==> src/rtl/vat_pkg.sv <==
package vat_pkg;
    localparam int VA_W   = 32;
    localparam int OFF_W  = 12;
    localparam int IDX_W  = 10;
    localparam int VPN_W  = VA_W - OFF_W;
    localparam int PPN_W  = 20;
    localparam int FLAG_W = 5;

    // table word bit positions
    localparam int B_PRES = 0;
    localparam int B_RD   = 1;
    localparam int B_WR   = 2;
    localparam int B_DIRT = 3;
    localparam int B_USR  = 4;

    typedef struct packed {
        logic [VPN_W-1:0] vpn;
        logic [PPN_W-1:0] ppn;
        logic             v;
        logic             r;
        logic             w;
        logic             d;
        logic             u;
    } tlb_ent_t;

    typedef enum logic [2:0] {
        W_IDLE, W_L1_REQ, W_L1_WAIT, W_L2_REQ, W_L2_WAIT, W_REFILL, W_FAULT
    } walk_st_t;
endpackage

==> src/rtl/vat_tlb.sv <==
module vat_tlb
    import vat_pkg::*;
#(
    parameter int ENTRIES = 8
) (
    input  logic             clk,
    input  logic             rst_n,
    input  logic             flush,
    input  logic [VPN_W-1:0] lk_vpn,
    input  logic             set_dirty,
    input  logic             refill_en,
    input  tlb_ent_t         refill_ent,
    output logic             hit,
    output tlb_ent_t         hit_ent
);
    localparam int PTR_W = (ENTRIES > 1) ? $clog2(ENTRIES) : 1;

    typedef struct packed {
        tlb_ent_t [ENTRIES-1:0] ent;
        logic [PTR_W-1:0]       ptr;
    } tlb_st_t;

    tlb_st_t s_d, s_q;
    logic [ENTRIES-1:0] match;
    logic [ENTRIES-1:0] valid_vec;
    logic [PTR_W-1:0]   hit_idx;

    for (genvar i = 0; i < ENTRIES; i++) begin : g_cmp
        assign match[i]     = s_q.ent[i].v && (s_q.ent[i].vpn == lk_vpn);
        assign valid_vec[i] = s_q.ent[i].v;
    end

    always_comb begin
        hit_idx = '0;
        for (int i = 0; i < ENTRIES; i++)
            if (match[i]) hit_idx = PTR_W'(i);
    end

    assign hit     = |match;
    assign hit_ent = s_q.ent[hit_idx];

    always_comb begin
        s_d = s_q;
        if (set_dirty && hit)
            s_d.ent[hit_idx].d = 1'b1;
        if (refill_en) begin
            s_d.ent[s_q.ptr] = refill_ent;
            s_d.ptr = (s_q.ptr == PTR_W'(ENTRIES-1)) ? '0 : s_q.ptr + 1'b1;
        end
        if (flush)
            for (int i = 0; i < ENTRIES; i++) s_d.ent[i].v = 1'b0;
    end

    always_ff @(posedge clk) begin
        if (!rst_n) s_q <= '0;
        else        s_q <= s_d;
    end

    // at most one entry matches any page
    p_unique_hit_r8: assert property (@(posedge clk) disable iff (!rst_n)
        $onehot0(match));
    // flush empties the buffer by the next cycle
    p_flush_empty_r9: assert property (@(posedge clk) disable iff (!rst_n)
        flush |=> (valid_vec == '0));
endmodule

==> src/rtl/vat_walker.sv <==
module vat_walker
    import vat_pkg::*;
(
    input  logic             clk,
    input  logic             rst_n,
    input  logic             start,
    input  logic [VPN_W-1:0] vpn_in,
    input  logic [PPN_W-1:0] pt_root,
    input  logic             mem_req_ready,
    input  logic             mem_rsp_valid,
    input  logic [VA_W-1:0]  mem_rsp_data,
    output logic             busy,
    output logic             mem_req_valid,
    output logic [VA_W-1:0]  mem_req_addr,
    output logic             refill_en,
    output tlb_ent_t         refill_ent,
    output logic             fault
);
    typedef struct packed {
        walk_st_t          st;
        logic [VPN_W-1:0]  vpn;
        logic [PPN_W-1:0]  frame;
        logic [FLAG_W-1:0] flags;
    } walk_t;

    walk_t w_d, w_q;

    always_comb begin
        w_d = w_q;
        unique case (w_q.st)
            W_IDLE:    if (start) begin
                           w_d.st  = W_L1_REQ;
                           w_d.vpn = vpn_in;
                       end
            W_L1_REQ:  if (mem_req_ready) w_d.st = W_L1_WAIT;
            W_L1_WAIT: if (mem_rsp_valid) begin
                           w_d.frame = mem_rsp_data[VA_W-1:OFF_W];
                           w_d.st    = mem_rsp_data[B_PRES] ? W_L2_REQ : W_FAULT;
                       end
            W_L2_REQ:  if (mem_req_ready) w_d.st = W_L2_WAIT;
            W_L2_WAIT: if (mem_rsp_valid) begin
                           w_d.frame = mem_rsp_data[VA_W-1:OFF_W];
                           w_d.flags = mem_rsp_data[FLAG_W-1:0];
                           w_d.st    = mem_rsp_data[B_PRES] ? W_REFILL : W_FAULT;
                       end
            W_REFILL:  w_d.st = W_IDLE;
            W_FAULT:   w_d.st = W_IDLE;
            default:   w_d.st = W_IDLE;
        endcase
    end

    always_ff @(posedge clk) begin
        if (!rst_n) w_q <= '{st: W_IDLE, default: '0};
        else        w_q <= w_d;
    end

    assign busy          = (w_q.st != W_IDLE);
    assign mem_req_valid = (w_q.st == W_L1_REQ) || (w_q.st == W_L2_REQ);
    assign mem_req_addr  = (w_q.st == W_L1_REQ) ? {pt_root, w_q.vpn[VPN_W-1:IDX_W], 2'b00}
                         : (w_q.st == W_L2_REQ) ? {w_q.frame, w_q.vpn[IDX_W-1:0], 2'b00}
                         : '0;
    assign refill_en     = (w_q.st == W_REFILL);
    assign fault         = (w_q.st == W_FAULT);
    assign refill_ent    = '{vpn: w_q.vpn, ppn: w_q.frame,
                             v: 1'b1,
                             r: w_q.flags[B_RD],
                             w: w_q.flags[B_WR],
                             d: w_q.flags[B_DIRT],
                             u: w_q.flags[B_USR]};

    // a stalled request keeps its address
    p_req_hold_r10: assert property (@(posedge clk) disable iff (!rst_n)
        (mem_req_valid && !mem_req_ready) |=> (mem_req_valid && $stable(mem_req_addr)));
    // a fault report lasts one cycle
    p_fault_pulse_r5: assert property (@(posedge clk) disable iff (!rst_n)
        fault |=> !fault);
    // refill is never followed by a fault for the same walk
    p_refill_done_r3: assert property (@(posedge clk) disable iff (!rst_n)
        refill_en |=> !busy);
endmodule

==> src/rtl/vat_unit.sv <==
module vat_unit
    import vat_pkg::*;
#(
    parameter int ENTRIES = 8
) (
    input  logic             clk,
    input  logic             rst_n,
    input  logic             flush,
    input  logic [PPN_W-1:0] pt_root,
    input  logic             req_valid,
    input  logic [VA_W-1:0]  req_vaddr,
    input  logic             req_write,
    input  logic             req_user,
    output logic             req_ready,
    output logic             resp_valid,
    output logic [VA_W-1:0]  resp_paddr,
    output logic             resp_dirty,
    output logic             resp_pfault,
    output logic             resp_prfault,
    output logic             mem_req_valid,
    output logic [VA_W-1:0]  mem_req_addr,
    input  logic             mem_req_ready,
    input  logic             mem_rsp_valid,
    input  logic [VA_W-1:0]  mem_rsp_data
);
    logic     hit, busy, refill_en, fault, deny, lk_hit;
    tlb_ent_t hit_ent, refill_ent;

    vat_tlb #(.ENTRIES(ENTRIES)) u_tlb (
        .clk        (clk),
        .rst_n      (rst_n),
        .flush      (flush),
        .lk_vpn     (req_vaddr[VA_W-1:OFF_W]),
        .set_dirty  (lk_hit && req_write && !deny),
        .refill_en  (refill_en),
        .refill_ent (refill_ent),
        .hit        (hit),
        .hit_ent    (hit_ent)
    );

    vat_walker u_walk (
        .clk           (clk),
        .rst_n         (rst_n),
        .start         (req_valid && !busy && !hit),
        .vpn_in        (req_vaddr[VA_W-1:OFF_W]),
        .pt_root       (pt_root),
        .mem_req_ready (mem_req_ready),
        .mem_rsp_valid (mem_rsp_valid),
        .mem_rsp_data  (mem_rsp_data),
        .busy          (busy),
        .mem_req_valid (mem_req_valid),
        .mem_req_addr  (mem_req_addr),
        .refill_en     (refill_en),
        .refill_ent    (refill_ent),
        .fault         (fault)
    );

    assign lk_hit       = req_valid && !busy && hit;
    assign deny         = (req_write ? !hit_ent.w : !hit_ent.r) || (req_user && !hit_ent.u);
    assign req_ready    = !busy;
    assign resp_valid   = lk_hit || fault;
    assign resp_paddr   = lk_hit ? {hit_ent.ppn, req_vaddr[OFF_W-1:0]} : '0;
    assign resp_dirty   = lk_hit && hit_ent.d;
    assign resp_pfault  = fault;
    assign resp_prfault = lk_hit && deny;

    // the two fault kinds never coincide
    p_fault_excl_r6: assert property (@(posedge clk) disable iff (!rst_n)
        resp_pfault |-> !resp_prfault);
    // no request is taken while the walker reads memory
    p_busy_block_r3: assert property (@(posedge clk) disable iff (!rst_n)
        mem_req_valid |-> (!req_ready && !resp_valid));
    // a fault answer carries no address
    p_pf_noaddr_r5: assert property (@(posedge clk) disable iff (!rst_n)
        resp_pfault |-> (resp_paddr == '0));
endmodule

==> config.mk <==
export PLATFORM = sky130hd
export DESIGN_NAME = vat_unit
export DESIGN_NICKNAME = d
export VERILOG_FILES = /design/src/rtl/vat_pkg.sv /design/src/rtl/vat_tlb.sv /design/src/rtl/vat_walker.sv /design/src/rtl/vat_unit.sv
export SDC_FILE = /design/constraint.sdc
export NUM_CORES = 1
export LEC_CHECK = 0
export ABC_AREA = 1
export BUFFER_PORTS_ARGS = -buffer_cell sky130_fd_sc_hd__buf_2
export CAP_MARGIN = 20
export CORE_MARGIN = 2
export CORE_UTILIZATION = 50
export CTS_BUF_LIST = sky130_fd_sc_hd__clkbuf_16
export DETAILED_ROUTE_END_ITERATION = 16
export GPL_TIMING_DRIVEN = 1
export PLACE_DENSITY = 0.71
export SLEW_MARGIN = 10
export SYNTH_ARGS = -nofsm -noshare
export SYNTH_HDL_FRONTEND = slang
export SYNTH_SLANG_ARGS = --single-unit
==> constraint.sdc <==
create_clock -name clk -period 2 [get_ports clk]
set_input_delay 0 -clock clk [delete_from_list [all_inputs] [get_ports clk]]
set_output_delay 0 -clock clk [all_outputs]
set_load 0.02 [all_outputs]
Word level (Yosys, flattened, before mapping)
Index checks and enable logic that the tools add are counted.
W data, S select, Z words.

storage, ports and cells
  logic and storage cells = 157
  input bits = 92
  bits in registers = 411
  output and inout port bits = 70

cells by class
  $lt $le $gt $ge = 4
  reduce and logical (&&, ||, !) cells = 37
  bitwise logic cells = 1
  equality and inequality tests = 20
  multiplexer cells = 33
  add/sub/neg operators = 1

operators by type and width
  kind                  number
  $bwmux W360           2
  $mux W363             1
  $mux W360             1
  $demux W45 S3         2
  $eq A20 B20 Y1        8
  $bmux W45 S3          1
  $mux W32              3
  $mux W25              2
  $mux W45              1
  $pmux W20 S2          1
  $mux W3               10
  $mux W23              1
  $mux W20              1
  $logic_and A1 B1 Y1   19
  $pmux W3 S5           1
  $eq A3 B3 Y1 const B  4
  $lt A3 B4 Y1 const B  2
  $mux W2               4
  $ne A2 B2 Y1 const B  4
  $reduce_or A8 Y1      1
  $eq A3 B2 Y1 const B  2
  $ge A3 B1 Y1 const B  2
  $logic_not A1 Y1      6
  $reduce_and A5 Y1     1
  12 further kinds      16

Logic depth before layout (Yosys ltp)
Gate-level depths: netlist (run 1).

  word-level depth = 20
  depth in mapped cells = 21
  mapped depth without buffers = 20

Hierarchy
A second synthesis (run 1) with hierarchy kept.

second synthesis, totals
  cells, all modules = 3584
  area total of the unflattened synthesis = 22710.5 um2

modules (own cells, without submodules)
  module      sequential area each (um2)  area each (um2)  cells an instance  times used
  vat_tlb     7267.0                      19748.9          3133               1
  vat_walker  940.9                       2534.9           367                1
  vat_unit    0.0                         426.7            84                 1

Least setup slack after synthesis (run 1)
No wires, ideal clock.

  kind = reg-to-output
  start = register u_tlb.s_q[312] (netlist bit)
  end = output resp_paddr[27]
  arrival time = 2.151 ns
  data required time = 2.000 ns
  setup slack = -0.151 ns
  cell stages (with the launch flop) = 17
  cell sequence = dfxtp_1 inv_1 nand2_1 o21ai_0 nor2_1 nand2_1 nor2_1 nand3_1 nand2_2 inv_2 nand2_2 nor2_4 a21boi_1 inv_2 buf_2 o22ai_1 nor3_1

between the ends
  cells in the longest elaborated chain, start to end = 7
  elaborated cells on any way between the ends = 9
  those cells by class = 1 x eq/ne; 5 x mux; 3 x reduce/logical

ends and longest elaborated chain
  item                            line            text
  start: declaration              vat_tlb.sv:23   tlb_st_t s_d, s_q;
  start signal: assignment        vat_tlb.sv:55   if (!rst_n) s_q <= '0;
  start signal: assignment        vat_tlb.sv:56   else s_q <= s_d;
  $eq A20 B20 Y1 (*)              vat_tlb.sv:29   assign match[i] = s_q.ent[i].v && (s_q.ent[i].vpn == lk_vpn);
  $logic_and A1 B1 Y1 (*)         vat_tlb.sv:29
  $mux W3 (2 in a row)            vat_tlb.sv:36   if (match[i]) hit_idx = PTR_W'(i);
  $bmux W45 S3                    vat_tlb.sv:40   assign hit_ent = s_q.ent[hit_idx];
  $mux W25 (not written as such)  vat_tlb.sv:40
  $mux W32 (*)                    vat_unit.sv:62  assign resp_paddr = lk_hit ? {hit_ent.ppn, req_vaddr[OFF_W-1:0]} : '0;
  end: declaration                vat_unit.sv:16  output logic [VA_W-1:0] resp_paddr,

Mark *: on every way between the ends. The rest lies on a longest branch, timed or not. The select of a mux whose other input is x is not followed.

Worst setup path in the final report (run 1)
  start = register u_tlb.s_q[359] (netlist bit)
  end = output resp_dirty

between the ends
  cells in the longest elaborated chain, start to end = 6
  elaborated cells on any way between the ends = 8
  those cells by class = 1 x eq/ne; 3 x mux; 4 x reduce/logical

ends and longest elaborated chain
  item                            line            text
  $eq A20 B20 Y1 (*)              vat_tlb.sv:29
  $logic_and A1 B1 Y1 (*)         vat_tlb.sv:29
  $mux W3                         vat_tlb.sv:36
  $bmux W45 S3                    vat_tlb.sv:40
  $mux W25 (not written as such)  vat_tlb.sv:40
  $logic_and A1 B1 Y1 (*)         vat_unit.sv:63  assign resp_dirty = lk_hit && hit_ent.d;
  end: declaration                vat_unit.sv:17  output logic resp_dirty,

Marked as above.

==> results of run 1 <==
[metal layers]
| metal | vias up | GRT usage (%) | part of all wire, % |
|---|---|---|---|
| li1 | 9264 | - | - |
| met3 | 172 | 5.561 | 11 |
| met4 | 0 | 12.16 | 3.3 |
| met1 | 9369 | 51.13 | 42 |
| met2 | 1130 | 55.87 | 44 |
| met5 | - | 0 | 0 |
[power by group through the flow]
stage / clock [W] / sequential, W / combinational, W
final: 0.00749 / 0.00902 / 0.00355
after global routing: 0.00782 / 0.00904 / 0.00376
after CTS: 0.00750 / 0.00897 / 0.00337
after detailed placement: 0 / 0.00915 / 0.00273
after global placement: 0 / 0.00915 / 0.00268
after floorplan: 0 / 0.00877 / 0.00182
[path summary, 6_finish.rpt]
kind | startpoint | to | slack [ps] | cells after the start
setup reg to reg | u_tlb.s_q[73] | u_tlb.s_q[94] | -720 | 22
setup / recovery | u_tlb.s_q[359] | resp_dirty | -1040 | 17
hold reg to reg | u_tlb.s_q[132] | u_tlb.s_q[132] | 450 | 2
hold / removal | req_vaddr[26] | u_walk.refill_ent[39] | 30 | 4
[metrics by stage]
stage / setup TNS (ps) / hold WS [ps]
after floorplan: -0.2067 / 119.4
after global placement: -30930 / 219.3
after detailed placement: -32230 / 227.3
after CTS: -42190 / 0.4479
after global routing: -51350 / 26.11
final: -45330 / 31.68
[worst max-delay path, cell delays in order (launching register included)]
cell	delay, ps
dfxtp_2	340
inv_2	40
nand2_1	70
o21ai_1	80
nor2_1	100
nand2_1	130
nor2_1	150
nand3_2	130
buf_6	160
nand4_4	60
buf_4	160
buf_4	130
a21boi_4	60
inv_2	100
buf_12	190
o22ai_2	100
nor3_2	240
buf_4	180
[what timing repair did]
item                                    CTS  global route
hold buffers                             48             0
endpoints found under the hold margin    79             0
pin swaps                                57            70
buffers inserted                         22             9
gates resized for setup                 279           184
endpoints found under the setup margin   88            90
gates cloned                             10             4
[cell type report]
type / instances / share of cell area (%)
flip-flops and latches: 410 / 33.18
diodes: 1 / 0.01008
repair inverters: 1 / 0.03024
well taps: 468 / 2.358
inverters: 235 / 3.653
clock inverters: 30 / 0.7408
repair buffers: 465 / 16.39
multi-input cells: 1791 / 39.30
clock buffers: 43 / 4.334
[kinds of logic after synthesis]
family / share of synthesized area (%)
other: 0.02044
adder cells (fa/ha/maj): 0.1364
XOR/XNOR: 1.432
AO/OA/AOI/OAI: 23.68
flip-flops: 44.75
AND/OR/NAND/NOR: 20.72
buffers and inverters: 9.202
multiplexers: 0.05457
[flip-flops by register name (all words and copies together), names as in the netlist]
signal / flops
u_walk.w_q: 3
u_walk.refill_ent: 44
u_tlb.s_q: 363
[synthesized netlist by cell type (13+ instances only)]
| library cell | count | share of area, % |
|---|---|---|
| nor2_1 | 476 | 9.7 |
| o21ai_0 | 448 | 12 |
| dfxtp_1 | 410 | 45 |
| nand2_1 | 350 | 7.2 |
| a21oi_1 | 238 | 6.5 |
| inv_1 | 209 | 4.3 |
| clkbuf_1 | 118 | 2.4 |
| o22ai_1 | 66 | 2.3 |
| nand3_1 | 52 | 1.4 |
| buf_1 | 33 | 0.68 |
| buf_2 | 26 | 0.71 |
| nor3_1 | 23 | 0.63 |
| inv_2 | 21 | 0.43 |
| o2111ai_1 | 21 | 1.0 |
| a22o_1 | 20 | 0.95 |
| xnor2_1 | 19 | 0.91 |
| nand4_1 | 17 | 0.58 |
| buf_4 | 13 | 0.53 |
==> flow_results.xml, run 1 <==
<?xml version="1.0" encoding="UTF-8"?>
<metrics>
  <group name="synth">
    <metric name="synth-edff-count" unit="">0</metric>
    <metric name="ys.flop_type" unit="">dfxtp_1</metric>
    <metric name="synth.cell_area" unit="um^2">18340</metric>
    <metric name="post_synth.cell_area_avg" unit="um^2">6.985</metric>
    <metric name="asyncSetResetFlopFracSynth" unit="%">0</metric>
    <metric name="syn_inst" unit="">2626</metric>
    <metric name="ys_seq_area_share" unit="%">44.75</metric>
    <metric name="yosysWarnings" unit="">0</metric>
    <metric name="yosys.cell_types.count" unit="">46</metric>
    <metric name="postSynthRegisterBits" unit="">410</metric>
  </group>
  <group name="global_route">
    <metric name="grt_use_total" unit="%">36.00</metric>
    <metric name="grt_max_degree" unit="">123</metric>
    <metric name="grt_pass1_vias" unit="">18650</metric>
    <metric name="grt_pass1_wl" unit="um">106500</metric>
    <metric name="grt_antenna_before_repair" unit="">1</metric>
    <metric name="gr-total-overflow" unit="">0</metric>
  </group>
  <group name="die">
    <metric name="die-area" unit="um^2">38230</metric>
    <metric name="dieWidth" unit="um">195.5</metric>
    <metric name="start_util" unit="%">50.46</metric>
    <metric name="chip_height" unit="um">195.5</metric>
    <metric name="pin_count" unit="">162</metric>
    <metric name="fp-row-count" unit="">70</metric>
    <metric name="core_area" unit="um^2">36350</metric>
  </group>
  <group name="final_layout">
    <metric name="most-common-layout-cells" unit="">nor2_1, o21ai_0, dfxtp_1</metric>
    <metric name="fillers" unit="">2926</metric>
    <metric name="layout.cells.most_common" unit="">nor2_1</metric>
    <metric name="storage_cell_area" unit="um^2">8238</metric>
    <metric name="finish.cell_count_without_fillers" unit="">3444</metric>
    <metric name="layout.cell_area.non_filler" unit="um^2">24830</metric>
    <metric name="post_route_cells_drive_above_1_share" unit="%">26.35</metric>
    <metric name="area_used_by_multi_input_combinational_logic" unit="um^2">9758</metric>
    <metric name="syn2layout_area_growth" unit="%">35.36</metric>
    <metric name="final_net_count" unit="">3041</metric>
    <metric name="final_core_util" unit="%">68.31</metric>
  </group>
  <group name="timing">
    <metric name="final.setup_skew" unit="ps">13.33</metric>
    <metric name="maxSlewViolCount" unit="">0</metric>
    <metric name="final.period_utilization" unit="%">151.8</metric>
    <metric name="period_minus_slack" unit="ps">3037</metric>
    <metric name="finalWorstSetupSlack" unit="ps">-1037</metric>
    <metric name="max_clock_freq" unit="MHz">329.3</metric>
    <metric name="timing.final.hold_violations" unit="">0</metric>
    <metric name="final-setup-viol-count" unit="">66</metric>
    <metric name="worst_slew_pin_slew" unit="ps">552.3</metric>
    <metric name="max-slew-margin-rel" unit="%">63.18</metric>
    <metric name="grt_setup_unrepaired" unit="">yes</metric>
  </group>
  <group name="cts">
    <metric name="cts_tree" unit="">yes</metric>
    <metric name="max-clock-path-buffers" unit="">3</metric>
    <metric name="cts_inserted_buffers" unit="">43</metric>
    <metric name="clk_latency_worst_skew_pair" unit="ps">550</metric>
    <metric name="total_clock_sinks" unit="">410</metric>
    <metric name="cts-root-buf" unit="">clkbuf_16</metric>
    <metric name="clk_pin_slew_worst_paths" unit="ps">60</metric>
    <metric name="cts.htree.levels" unit="">2</metric>
  </group>
  <group name="route">
    <metric name="via_per_instance_ratio" unit="">5.788</metric>
    <metric name="detailedRoute.firstPassIterationCount" unit="">6</metric>
    <metric name="drc" unit="">0</metric>
    <metric name="detail_route.wl_per_cell" unit="um">20.83</metric>
    <metric name="route.final.wire_length" unit="um">71750</metric>
    <metric name="dr.first_iter.drc_count" unit="">2317</metric>
    <metric name="postRouteAntennaNets" unit="">0</metric>
    <metric name="routed-via-count" unit="">19940</metric>
  </group>
  <group name="pwr">
    <metric name="power.static_leakage" unit="nW">9.781</metric>
    <metric name="internal_power" unit="W">0.01383</metric>
    <metric name="pwr-share-comb" unit="%">17.7</metric>
    <metric name="switching_share" unit="%">31.06</metric>
    <metric name="peak_vdd_ir" unit="mV">0.8094</metric>
    <metric name="power.density" unit="nW/um^2">808.0</metric>
    <metric name="clkPwrFrac" unit="%">37.3</metric>
    <metric name="switching_power" unit="W">0.006232</metric>
    <metric name="finalPower" unit="W">0.02006</metric>
    <metric name="seq_power_share" unit="%">45.0</metric>
  </group>
  <group name="placement">
    <metric name="post-place-cells" unit="">3284</metric>
    <metric name="post_dp_cell_area" unit="um^2">21010</metric>
    <metric name="place.gp.congestion" unit="">0.9910</metric>
    <metric name="number_of_buffer_cells_added_on_primary_ports" unit="">152</metric>
    <metric name="hpwlAfterDp" unit="um">44760</metric>
    <metric name="post-place-ws" unit="ps">-667.1</metric>
  </group>
  <group name="worst_setup_path">
    <metric name="timing_worst_setup_path_type" unit="">reg -&gt; out</metric>
    <metric name="path_max_fanout" unit="">18</metric>
    <metric name="worst-endpoint-arrival" unit="ps">3040</metric>
    <metric name="critical_path.endpoint_type" unit="">primary output</metric>
    <metric name="critical_path.startpoint_type" unit="">register</metric>
    <metric name="crit_required" unit="ps">2000</metric>
  </group>
  <group name="run_status">
    <metric name="violations" unit="">negative setup slack</metric>
    <metric name="run_status" unit="">finished, violations left</metric>
  </group>
  <group name="worst_hold_path">
    <metric name="hold_path_class" unit="">in -&gt; reg</metric>
  </group>
  <group name="run">
    <metric name="max_cap_viol_count" unit="">0</metric>
  </group>
</metrics>
(Power assumes the default switching activity.)
==> run 2: changes to the inputs <==
- CORE_MARGIN: 2 -> default
==> flow_results.xml, run 2 (same netlist as run 1, synthesis figures left out) <==
<?xml version="1.0" encoding="UTF-8"?>
<metrics>
  <group name="cts">
    <metric name="clk_pin_slew_worst_paths" unit="ps">60</metric>
    <metric name="cts-root-buf" unit="">clkbuf_16</metric>
    <metric name="total_clock_sinks" unit="">410</metric>
    <metric name="cts_tree" unit="">yes</metric>
    <metric name="max-clock-path-buffers" unit="">3</metric>
    <metric name="cts.htree.levels" unit="">2</metric>
    <metric name="cts_inserted_buffers" unit="">44</metric>
    <metric name="clk_latency_worst_skew_pair" unit="ps">590</metric>
  </group>
  <group name="final_layout">
    <metric name="storage_cell_area" unit="um^2">8232</metric>
    <metric name="syn2layout_area_growth" unit="%">37.40</metric>
    <metric name="fillers" unit="">2855</metric>
    <metric name="most-common-layout-cells" unit="">nor2_1, o21ai_0, dfxtp_1</metric>
    <metric name="final_core_util" unit="%">70.34</metric>
    <metric name="largest_reg_flops" unit="">363</metric>
    <metric name="final_net_count" unit="">3070</metric>
    <metric name="area_used_by_multi_input_combinational_logic" unit="um^2">9698</metric>
    <metric name="layout.cells.most_common" unit="">nor2_1</metric>
    <metric name="post_route_cells_drive_above_1_share" unit="%">26.06</metric>
    <metric name="antenna-diode-count" unit="">0</metric>
    <metric name="top_reg_by_flops" unit="">u_tlb.s_q</metric>
  </group>
  <group name="route">
    <metric name="postRouteAntennaNets" unit="">0</metric>
    <metric name="detailedRoute.firstPassIterationCount" unit="">12</metric>
    <metric name="dr.first_iter.drc_count" unit="">2325</metric>
    <metric name="route.met3.wl" unit="um">8155</metric>
    <metric name="routed-via-count" unit="">19950</metric>
    <metric name="wire_length_on_met1" unit="um">30130</metric>
    <metric name="top_signal_layer_used" unit="">met4</metric>
    <metric name="detail_route.wl_per_cell" unit="um">20.91</metric>
    <metric name="dr_wl_met2" unit="um">31680</metric>
    <metric name="route.final.wire_length" unit="um">72540</metric>
    <metric name="via_per_instance_ratio" unit="">5.751</metric>
    <metric name="drc" unit="">6</metric>
  </group>
  <group name="die">
    <metric name="dieWidth" unit="um">193.5</metric>
    <metric name="start_util" unit="%">51.20</metric>
    <metric name="die-area" unit="um^2">37460</metric>
    <metric name="chip_height" unit="um">193.5</metric>
    <metric name="pin_count" unit="">162</metric>
    <metric name="fp-row-count" unit="">69</metric>
    <metric name="core_area" unit="um^2">35830</metric>
  </group>
  <group name="timing">
    <metric name="maxSlewViolCount" unit="">0</metric>
    <metric name="final.setup_skew" unit="ps">32.98</metric>
    <metric name="hold_ws" unit="ps">16.29</metric>
    <metric name="worst_slew_pin_slew" unit="ps">755.6</metric>
    <metric name="grt_setup_unrepaired" unit="">yes</metric>
    <metric name="period_minus_slack" unit="ps">3056</metric>
    <metric name="timing.final.hold_violations" unit="">0</metric>
    <metric name="final-setup-viol-count" unit="">67</metric>
    <metric name="final.period_utilization" unit="%">152.8</metric>
    <metric name="max-slew-margin-rel" unit="%">49.57</metric>
    <metric name="finalWorstSetupSlack" unit="ps">-1056</metric>
    <metric name="max_clock_freq" unit="MHz">327.3</metric>
  </group>
  <group name="placement">
    <metric name="number_of_buffer_cells_added_on_primary_ports" unit="">152</metric>
    <metric name="place.gp.congestion" unit="">1.007</metric>
    <metric name="hpwlAfterDp" unit="um">45180</metric>
  </group>
  <group name="run_status">
    <metric name="run_status" unit="">finished, violations left</metric>
    <metric name="violations" unit="">design-rule violations, negative setup slack</metric>
  </group>
  <group name="worst_setup_path">
    <metric name="critical_path.startpoint_type" unit="">register</metric>
    <metric name="timing.critical_path.buf_inv" unit="">4</metric>
    <metric name="crit_path_cell_trace" unit="">inv_2 -&gt; nand2_1 -&gt; o21ai_1 -&gt; nor2_1 -&gt; nand2_1 -&gt; nor2_1 -&gt; nand3_2 -&gt; nand2_2 -&gt; nand2_2 -&gt; nand2_4 -&gt; nand2_8 -&gt; nand2_8 -&gt; buf_6 -&gt; nand2_2 -&gt; nand2_1 -&gt; nand3_2 -&gt; o21bai_4 -&gt; nand3_2 -&gt; nand2_2 -&gt; inv_2 -&gt; buf_6</metric>
    <metric name="timing.critical_path.mode_cell" unit="">nand2_2</metric>
    <metric name="crit_path_top_delay_cell" unit="">dfxtp_2</metric>
    <metric name="cpLargestDelayFamily" unit="">simple AND/OR/NAND/NOR gates</metric>
    <metric name="slowest_delay" unit="ps">340</metric>
    <metric name="path_max_fanout" unit="">7</metric>
    <metric name="worst-endpoint-arrival" unit="ps">3060</metric>
    <metric name="timing_worst_setup_path_type" unit="">reg -&gt; out</metric>
    <metric name="crit_required" unit="ps">2000</metric>
    <metric name="critical_path.endpoint_type" unit="">primary output</metric>
  </group>
  <group name="pwr">
    <metric name="power.density" unit="nW/um^2">798.7</metric>
    <metric name="power.static_leakage" unit="nW">10.10</metric>
    <metric name="peak_vdd_ir" unit="mV">1.013</metric>
  </group>
  <group name="global_route">
    <metric name="grt_pass1_vias" unit="">18590</metric>
    <metric name="grt_antenna_before_repair" unit="">1</metric>
    <metric name="grt_pass1_wl" unit="um">105200</metric>
    <metric name="gr-total-overflow" unit="">0</metric>
    <metric name="grt_use_total" unit="%">36.41</metric>
    <metric name="grt_max_degree" unit="">145</metric>
  </group>
  <group name="worst_hold_path">
    <metric name="hold_path_class" unit="">in -&gt; reg</metric>
  </group>
  <group name="run">
    <metric name="max_cap_viol_count" unit="">0</metric>
  </group>
</metrics>
[run 2: stage by stage]
step                TNS, ps  total power, W  instances  instance area (um^2)  worst slack [ps]
detailed placement   -32120         0.01191       3287                 21220            -656.5
CTS                  -47300         0.01962       3441                 23910             -1030
finish               -50710         0.02013       3469                 25200             -1056
global placement     -32040         0.01186       3287                 21220            -662.5
floorplan           -0.2067         0.01059       2627                 18450           -0.2067
global route         -56950         0.02073       3469                 25200             -1149
[run 2: worst register-to-register path: stages, from the launching register on]
cell and delay [ps]:
dfxtp_2 340, inv_2 40, nand2_1 40, o21ai_1 60, nor2_1 150, nand2_1 140, nor2_1 160, nand3_2 130
nand2_2 90, nand2_2 60, nand2_4 130, nand2_8 90, nand2_8 150, buf_6 120, nand2_2 40, nand2_1 60
nand3_2 90, o21bai_4 210, buf_6 160, nand4_1 120, a21oi_2 130
[run 2: path summary, 6_finish.rpt]
| kind | slack [ps] | cells past startpoint | start | end |
|---|---|---|---|---|
| worst max-delay path | -1060 | 21 | u_tlb.s_q[124] | resp_prfault |
| worst min register to register | 450 | 2 | u_tlb.s_q[190] | u_tlb.s_q[190] |
| worst max register to register | -560 | 20 | u_tlb.s_q[124] | u_tlb.s_q[229] |
| worst min-delay path | 20 | 4 | req_vaddr[20] | u_walk.refill_ent[33] |
[run 2: per-layer routing]
| metal | GRT usage (%) | vias up |
|---|---|---|
| li1 | - | 9317 |
| met1 | 49.26 | 9407 |
| met2 | 55.62 | 1049 |
| met3 | 8.961 | 177 |
| met4 | 14.46 | 0 |
| met5 | 0 | - |
[run 2: area by class of cell]
cell class / count / area share (%)
clock buffer: 45 / 4.468
clock inverter: 33 / 0.7050
inverter: 235 / 3.555
multi-input combinational: 1791 / 38.48
sequential: 410 / 32.66
tap: 461 / 2.289
timing repair buffer: 493 / 17.81
timing repair inverter: 1 / 0.02979
[run 2: timing repair]
item                       CTS  global route
hold endpoints to repair   100             0
pin swaps                   30            74
resized for setup          214           211
hold buffers                53             0
setup endpoints to repair   72            96
setup buffers               21            28
gates cloned                 2             9
[run 2: power by group]
group	total (W)	internal (W)	switching (W)
Sequential	0.00901	0.00845	0.000568
Clock	0.00761	0.00419	0.00342
Combinational	0.00351	0.00123	0.00228
